`src/rtl/ebw_pkg.sv`:
```
package ebw_pkg;

    typedef enum logic [2:0] {
        ST_IDLE,
        ST_TURN,
        ST_SETUP,
        ST_STROBE,
        ST_HOLD,
        ST_FAULT
    } seq_state_e;

    // Default geometry shared by the block and its checker.
    localparam int DEF_AREA_W   = 3;
    localparam int DEF_OFFSET_W = 26;
    localparam int DEF_WAIT_W   = 6;
    localparam int DEF_WIDTH_W  = 2;

endpackage

```
`src/rtl/ebw_area_decode.sv`:
```
module ebw_area_decode #(
    parameter int AREA_W   = 3,
    parameter int OFFSET_W = 26,
    parameter int ADDR_W   = AREA_W + OFFSET_W,
    parameter int NUM_AREAS = 1 << AREA_W,
    parameter logic [NUM_AREAS-1:0] EXT_MASK = '1
) (
    input  logic [ADDR_W-1:0]   addr,
    output logic [AREA_W-1:0]   area,
    output logic [OFFSET_W-1:0] offset,
    output logic                is_ext
);

    always_comb begin
        area   = addr[OFFSET_W +: AREA_W];
        offset = addr[OFFSET_W-1:0];
        is_ext = EXT_MASK[area];
    end

endmodule

```
`src/rtl/ebw_cfg_regs.sv`:
```
module ebw_cfg_regs #(
    parameter int AREA_W     = 3,
    parameter int WAIT_W     = 6,
    parameter int WIDTH_W    = 2,
    parameter int NUM_AREAS  = 1 << AREA_W,
    parameter int SHORT_MAX  = 10,
    parameter int LONG_MAX   = 38,
    parameter int STRAP_AREA = 0,
    parameter logic [NUM_AREAS-1:0] EXT_MASK  = '1,
    parameter logic [NUM_AREAS-1:0] LONG_MASK = '0
) (
    input  logic               clk,
    input  logic               rst_n,
    input  logic               cfg_we,
    input  logic [AREA_W-1:0]  cfg_area,
    input  logic [WAIT_W-1:0]  cfg_wait,
    input  logic [WIDTH_W-1:0] cfg_width,
    input  logic [WIDTH_W-1:0] strap_width,
    input  logic [AREA_W-1:0]  rd_area,
    output logic [WAIT_W-1:0]  rd_wait,
    output logic [WIDTH_W-1:0] rd_width
);

    logic [NUM_AREAS*WAIT_W-1:0]  wait_flat;
    logic [NUM_AREAS*WIDTH_W-1:0] width_flat;

    for (genvar i = 0; i < NUM_AREAS; i++) begin : g_area
        if (EXT_MASK[i]) begin : g_ext
            localparam int LIM = (LONG_MASK[i] ? LONG_MAX : SHORT_MAX) - 1;
            localparam logic [WAIT_W-1:0] LIM_V = WAIT_W'(LIM);

            logic              hit;
            logic [WAIT_W-1:0] wait_q;

            assign hit = cfg_we && (cfg_area == AREA_W'(i));

            always_ff @(posedge clk) begin
                if (!rst_n) begin
                    wait_q <= LIM_V;
                end else if (hit) begin
                    wait_q <= (cfg_wait > LIM_V) ? LIM_V : cfg_wait;
                end
            end
            assign wait_flat[i*WAIT_W +: WAIT_W] = wait_q;

            if (i == STRAP_AREA) begin : g_strap
                assign width_flat[i*WIDTH_W +: WIDTH_W] = strap_width;
            end else begin : g_reg
                logic [WIDTH_W-1:0] width_q;
                always_ff @(posedge clk) begin
                    if (!rst_n) begin
                        width_q <= '0;
                    end else if (hit) begin
                        width_q <= cfg_width;
                    end
                end
                assign width_flat[i*WIDTH_W +: WIDTH_W] = width_q;
            end
        end else begin : g_none
            assign wait_flat[i*WAIT_W +: WAIT_W]    = '0;
            assign width_flat[i*WIDTH_W +: WIDTH_W] = '0;
        end
    end

    always_comb begin
        rd_wait  = '0;
        rd_width = '0;
        for (int j = 0; j < NUM_AREAS; j++) begin
            if (rd_area == AREA_W'(j)) begin
                rd_wait  = wait_flat[j*WAIT_W +: WAIT_W];
                rd_width = width_flat[j*WIDTH_W +: WIDTH_W];
            end
        end
    end

endmodule

```
`src/rtl/ebw_seq.sv`:
```
module ebw_seq
    import ebw_pkg::*;
#(
    parameter int AREA_W = 3,
    parameter int WAIT_W = 6
) (
    input  logic              clk,
    input  logic              rst_n,
    input  logic              req_valid,
    input  logic              req_write,
    input  logic [AREA_W-1:0] req_area,
    input  logic              req_ext,
    input  logic [WAIT_W-1:0] wait_field,
    input  logic              ext_hold,
    output logic              accept,
    output logic [AREA_W-1:0] cur_area,
    output logic              cs_on,
    output logic              rd_on,
    output logic              wr_on,
    output logic              ack_on,
    output logic              err_on
);

    seq_state_e state_q, state_d;

    logic [WAIT_W-1:0] cnt_q;
    logic [AREA_W-1:0] area_q;
    logic              write_q;
    logic              last_valid_q;
    logic [AREA_W-1:0] last_area_q;
    logic              last_read_q;
    logic              need_turn;

    // Bus conflict guard: area change, or write right after a read.
    always_comb begin
        need_turn = last_valid_q &&
                    ((last_area_q != req_area) || (last_read_q && req_write));
    end

    // Next-state logic.
    always_comb begin
        state_d = state_q;
        accept  = 1'b0;
        unique case (state_q)
            ST_IDLE: begin
                if (req_valid) begin
                    accept = 1'b1;
                    if (!req_ext) begin
                        state_d = ST_FAULT;
                    end else if (need_turn) begin
                        state_d = ST_TURN;
                    end else begin
                        state_d = ST_SETUP;
                    end
                end
            end
            ST_TURN:   state_d = ST_SETUP;
            ST_SETUP:  state_d = ST_STROBE;
            ST_STROBE: begin
                if ((cnt_q == '0) && !ext_hold) begin
                    state_d = ST_HOLD;
                end
            end
            ST_HOLD:   state_d = ST_IDLE;
            ST_FAULT:  state_d = ST_IDLE;
            default:   state_d = ST_IDLE;
        endcase
    end

    // State register.
    always_ff @(posedge clk) begin
        if (!rst_n) begin
            state_q <= ST_IDLE;
        end else begin
            state_q <= state_d;
        end
    end

    // Access context, wait counter and last-access record.
    always_ff @(posedge clk) begin
        if (!rst_n) begin
            cnt_q        <= '0;
            area_q       <= '0;
            write_q      <= 1'b0;
            last_valid_q <= 1'b0;
            last_area_q  <= '0;
            last_read_q  <= 1'b1;
        end else begin
            if (accept && req_ext) begin
                area_q  <= req_area;
                write_q <= req_write;
            end
            if (state_q == ST_SETUP) begin
                cnt_q <= wait_field;
            end else if ((state_q == ST_STROBE) && (cnt_q != '0)) begin
                cnt_q <= cnt_q - 1'b1;
            end
            if (state_q == ST_HOLD) begin
                last_valid_q <= 1'b1;
                last_area_q  <= area_q;
                last_read_q  <= !write_q;
            end
        end
    end

    // Outputs decoded from the registered state.
    always_comb begin
        cs_on  = 1'b0;
        rd_on  = 1'b0;
        wr_on  = 1'b0;
        ack_on = 1'b0;
        err_on = 1'b0;
        unique case (state_q)
            ST_IDLE, ST_TURN: ;
            ST_SETUP:  cs_on = 1'b1;
            ST_STROBE: begin
                cs_on = 1'b1;
                rd_on = !write_q;
                wr_on = write_q;
            end
            ST_HOLD: begin
                cs_on  = 1'b1;
                ack_on = 1'b1;
            end
            ST_FAULT: begin
                ack_on = 1'b1;
                err_on = 1'b1;
            end
            default: ;
        endcase
    end

    assign cur_area = area_q;

endmodule

```
`src/rtl/ext_bus_wait_ctrl.sv`:
```
module ext_bus_wait_ctrl
    import ebw_pkg::*;
#(
    parameter int AREA_W    = DEF_AREA_W,
    parameter int OFFSET_W  = DEF_OFFSET_W,
    parameter int WAIT_W    = DEF_WAIT_W,
    parameter int WIDTH_W   = DEF_WIDTH_W,
    parameter int ADDR_W    = AREA_W + OFFSET_W,
    parameter int NUM_AREAS = 1 << AREA_W,
    parameter int SHORT_MAX = 10,
    parameter int LONG_MAX  = 38,
    parameter logic [NUM_AREAS-1:0] EXT_MASK  = 8'b0111_1101,
    parameter logic [NUM_AREAS-1:0] LONG_MASK = 8'b0110_0000
) (
    input  logic                 clk,
    input  logic                 rst_n,
    input  logic                 req_valid,
    input  logic [ADDR_W-1:0]    req_addr,
    input  logic                 req_write,
    input  logic                 cfg_we,
    input  logic [AREA_W-1:0]    cfg_area,
    input  logic [WAIT_W-1:0]    cfg_wait,
    input  logic [WIDTH_W-1:0]   cfg_width,
    input  logic [WIDTH_W-1:0]   strap_width0,
    input  logic                 ext_hold,
    output logic [NUM_AREAS-1:0] area_sel,
    output logic                 rd_strobe,
    output logic                 wr_strobe,
    output logic                 ack,
    output logic                 ack_err,
    output logic [OFFSET_W-1:0]  bus_offset,
    output logic [WIDTH_W-1:0]   bus_width
);

    logic [AREA_W-1:0]   dec_area;
    logic [OFFSET_W-1:0] dec_offset;
    logic                dec_ext;
    logic                accept;
    logic [AREA_W-1:0]   cur_area;
    logic [WAIT_W-1:0]   cur_wait;
    logic [WIDTH_W-1:0]  cur_width;
    logic                cs_on;
    logic [OFFSET_W-1:0] offset_q;

    ebw_area_decode #(
        .AREA_W   (AREA_W),
        .OFFSET_W (OFFSET_W),
        .ADDR_W   (ADDR_W),
        .NUM_AREAS(NUM_AREAS),
        .EXT_MASK (EXT_MASK)
    ) u_dec (
        .addr  (req_addr),
        .area  (dec_area),
        .offset(dec_offset),
        .is_ext(dec_ext)
    );

    ebw_cfg_regs #(
        .AREA_W    (AREA_W),
        .WAIT_W    (WAIT_W),
        .WIDTH_W   (WIDTH_W),
        .NUM_AREAS (NUM_AREAS),
        .SHORT_MAX (SHORT_MAX),
        .LONG_MAX  (LONG_MAX),
        .STRAP_AREA(0),
        .EXT_MASK  (EXT_MASK),
        .LONG_MASK (LONG_MASK)
    ) u_cfg (
        .clk        (clk),
        .rst_n      (rst_n),
        .cfg_we     (cfg_we),
        .cfg_area   (cfg_area),
        .cfg_wait   (cfg_wait),
        .cfg_width  (cfg_width),
        .strap_width(strap_width0),
        .rd_area    (cur_area),
        .rd_wait    (cur_wait),
        .rd_width   (cur_width)
    );

    ebw_seq #(
        .AREA_W(AREA_W),
        .WAIT_W(WAIT_W)
    ) u_seq (
        .clk       (clk),
        .rst_n     (rst_n),
        .req_valid (req_valid),
        .req_write (req_write),
        .req_area  (dec_area),
        .req_ext   (dec_ext),
        .wait_field(cur_wait),
        .ext_hold  (ext_hold),
        .accept    (accept),
        .cur_area  (cur_area),
        .cs_on     (cs_on),
        .rd_on     (rd_strobe),
        .wr_on     (wr_strobe),
        .ack_on    (ack),
        .err_on    (ack_err)
    );

    always_ff @(posedge clk) begin
        if (!rst_n) begin
            offset_q <= '0;
        end else if (accept && dec_ext) begin
            offset_q <= dec_offset;
        end
    end

    for (genvar i = 0; i < NUM_AREAS; i++) begin : g_sel
        assign area_sel[i] = cs_on && (cur_area == AREA_W'(i));
    end

    assign bus_offset = offset_q;
    assign bus_width  = cs_on ? cur_width : '0;

endmodule

```
`config.mk`:
```
export PLATFORM = sky130hd
export DESIGN_NAME = ext_bus_wait_ctrl
export DESIGN_NICKNAME = d
export VERILOG_FILES = /design/src/rtl/ebw_pkg.sv /design/src/rtl/ebw_area_decode.sv /design/src/rtl/ebw_cfg_regs.sv /design/src/rtl/ebw_seq.sv /design/src/rtl/ext_bus_wait_ctrl.sv
export SDC_FILE = /design/constraint.sdc
export NUM_CORES = 1
export LEC_CHECK = 0
export BUFFER_PORTS_ARGS = -buffer_cell sky130_fd_sc_hd__buf_2
export CORE_MARGIN = 2
export CORE_UTILIZATION = 40
export DETAILED_ROUTE_END_ITERATION = 12
export HOLD_SLACK_MARGIN = 0.02
export SETUP_SLACK_MARGIN = 0.5
export SYNTH_ARGS = -nofsm -noshare
export SYNTH_HDL_FRONTEND = slang
export SYNTH_SLANG_ARGS = --single-unit
```
`constraint.sdc`:
```
create_clock -name clk -period 2.55 [get_ports clk]
set_input_delay 0.6375 -clock clk [delete_from_list [all_inputs] [get_ports clk]]
set_output_delay 0.6375 -clock clk [all_outputs]
set_load 0.02 [all_outputs]
```
==> results.md <==
- Site Rows: 37
- Ys Warns: 0
- Ports: 88
- Placed insts: 695
- TritonCTS clock tree: built
- Ys flop type: dfxtp_1
- Sequential cell area: 0.00182 mm²
- Clk_lat worst skew: 0.36 ns
- Skew final: 0.0110 ns
- Syn avg cell area: 8.47 µm²
- Pin count of the biggest net entering global routing: 58
- Fraction of final layout cells sized beyond drive strength 1: 26.0%
- Global-route wire length before repair: 17.0 mm
- Global-route congestion overflow total: 0
- Worst-path fanout max: 8
- VDD IR max: 0.000244 V
- RSZ-0062 raised after global routing: true
- Clk root buf: clkbuf_8
- Crit Path Class: reg -> out
- Post-synth EDFFs: 0
- Endpoint type of the worst setup path: output port
- R2r worst-path depth: 7
- Post-synth top cells: nand2_1 (104), dfxtp_1 (90), nor2b_1 (32)
- Setup TNS: 0 ns
- Most common cell in the netlist: nand2_1
- Initial core utilization: 40.8%
- Worst r2r dst: bus_offset[24]
- Worst hold slack: 0.453 ns
- Hold_sp: bus_offset[0]
- Nets: 629
- Hold Buf Count CTS: 0
- Pleak: 2.22 nW
- Hold EP: bus_offset[0]
- Fill count: 1017
- Vias in the first global route: 3439
- Final cell count without fillers: 720
- Top post-synthesis cells by area: dfxtp_1 (43%), nand2_1 (9.4%), mux2i_1 (7.2%)
- Startpoint Class: flop
- # setup viols final: 0
- Yosys top cell area share: 43.3%
- Drt via density: 5.09
- CP Data Arrival Time: 1.67 ns
- DP Wirelength: 7.09 mm
- Async S/R FF share, synth: 0%
- Final Routed Wirelength: 10.3 mm
- #FFs+latches synth: 90
- Clock buffers created by TritonCTS: 9
- Initial antenna violation count: 0
- Routed length per instance: 14.4 µm
- Synth cell types: 49
- Area delta synth->final: 25.2%
- Period minus WS final: 2.31 ns
- Max Root-Sink Buffers: 2
- # port buffers: 87
- R2r setup slk: 0.60 ns
- Worst-Margin Slew: 0.723 ns
- Antenna cells: 0
- Synthesized cell area: 0.00416 mm²
- Clk sinks: 90
- Final Cycle Share: 90.7%
- Fmax: 433 MHz
- Die Span Y: 106 µm
- Worst path required time: 1.91 ns
- Drt pass-1 iters: 4
- Via count: 3662
- GPL Wtd Cong: 0.818
- Drt drc: 0
- Hold Crit Class: reg -> reg
- Hold path depth: 2
- Pwr/cell area: 637 mW/mm²
- Worst R2R Start: u_seq.state_q[1]
- Post-synthesis sequential area ratio: 43.3%
- Floorplan core area: 0.0102 mm²
- Die ar.: 0.0112 mm²
- H-tree Lvls: 3
- Syn_nets: 541
- Clock slew at reported path FFs: 0.08 ns
- Outcome: finished clean
- Gr usage total: 18.6%
- Final ANT Viol Nets: 0
- Multi-input gate area: 0.00231 mm²
- Worst Setup SP: u_seq.state_q[1]
- Chip width: 106 µm
- Dominant cell type by area after synthesis: dfxtp_1
- Post-Syn Instances: 491
- Endpoints failing hold: 0
- Slew HR: 51.1%
- Drt initial violations: 221
- Final Slew Violations: 0
- Max-cap viol count: 0
[layout by cell type, fill, tap and decap left out, types with 2 or more instances in the layout]
| master | Yosys | layout |
|---|---|---|
| and3_1 | 12 | 12 |
| nor3b_1 | 5 | 3 |
| o21a_1 | 4 | 4 |
| xnor2_1 | 4 | 4 |
| o22ai_1 | 6 | 6 |
| nor3b_2 | 0 | 2 |
| nor2b_1 | 32 | 29 |
| buf_6 | 1 | 3 |
| a21oi_1 | 14 | 14 |
| inv_1 | 2 | 2 |
| nor2b_4 | 0 | 2 |
| buf_12 | 0 | 4 |
| a21boi_1 | 30 | 30 |
| nand2b_1 | 4 | 3 |
| a31oi_1 | 2 | 2 |
| ha_1 | 2 | 2 |
| nor3_2 | 0 | 2 |
| mux2i_1 | 30 | 30 |
| buf_4 | 4 | 25 |
| clkbuf_8 | 0 | 10 |
| and2_1 | 12 | 11 |
| a311oi_1 | 3 | 2 |
| dfxtp_1 | 90 | 85 |
| buf_2 | 11 | 77 |
| clkinvlp_4 | 0 | 2 |
| nand3_1 | 13 | 13 |
| o211ai_1 | 16 | 16 |
| nor2_4 | 0 | 4 |
| o21ai_0 | 17 | 17 |
| nor3_1 | 7 | 5 |
| nand2_1 | 104 | 104 |
| nor2_1 | 21 | 19 |
| a21boi_0 | 2 | 2 |
| dfxtp_4 | 0 | 4 |
[power by group]
group / internal [mW] / switching (mW) / total (mW)
clock: 0.486 / 0.532 / 1.02
combinational: 0.314 / 0.443 / 0.757
sequential: 1.48 / 0.0609 / 1.54
[critical path: stages (launching register included)]
cell     delay [ns]
dfxtp_4        0.35
and2b_1        0.20
nor2b_4        0.19
nor2_4         0.06
buf_12         0.14
nor4b_4        0.20
buf_4          0.17
[worst max-delay path by stage]
stage                      to  cells past startpoint
6_report          area_sel[4]                      6
5_1_grt           area_sel[4]                      6
4_1_cts           area_sel[4]                      6
3_5_place_dp   bus_offset[24]                      6
3_3_place_gp      area_sel[7]                      5
2_1_floorplan     area_sel[0]                      5
[state kept, by name (all words and copies together) (netlist names)]
signal / cells
bus_offset: 26
u_seq.state_q: 3
u_cfg.g_area.g_ext.wait_q: 36
u_seq.last_valid_q: 1
u_seq.last_area_q: 3
u_seq.write_q: 1
u_seq.cur_area: 3
u_seq.last_read_q: 1
u_seq.cnt_q: 6
u_cfg.g_area.g_ext.g_reg.width_q: 10
[per-stage QoR]
stage          power [mW]  utilization (%)  worst slack [ns]  instance area (µm²)
5_1_grt              3.49             51.1             0.155                 5210
6_report             3.32             51.1             0.238                 5210
3_5_place_dp         2.27             47.2             0.365                 4800
4_1_cts              3.33             50.7             0.239                 5170
3_3_place_gp         2.26             47.2             0.394                 4800
2_1_floorplan        2.06                -             0.427                 4230
[area by class of cell]
class                           count  area share (%)
Clock inverter                      5            1.20
Clock buffer                       11            2.72
Timing Repair Buffer              110            13.5
Multi-Input combinational cell    366            44.3
Sequential cell                    90            34.9
Inverter                            2           0.144
Tap cell                          136            3.27
[cells by family after synthesis]
| family | share of synthesized area [%] |
|---|---|
| fa+ha+maj | 0.602 |
| xor+xnor | 0.843 |
| compound gates | 17.9 |
| mux | 7.22 |
| buf+inv | 4.03 |
| flops | 43.3 |
| simple gates | 26.1 |
[routing by layer]
layer  track usage, %  wire (µm)
met2             29.6       4840
met1             25.2       4880
met5                0          0
met3             3.99        418
met4             6.30        204
[repair_timing]
item,4_1_cts,5_1_grt
resized for setup,30,7
setup buffers,7,2
setup endpoints to repair,13,35
pin swaps,4,1
cloned,0,0
Note: power is estimated with default switching activity, not from simulation.
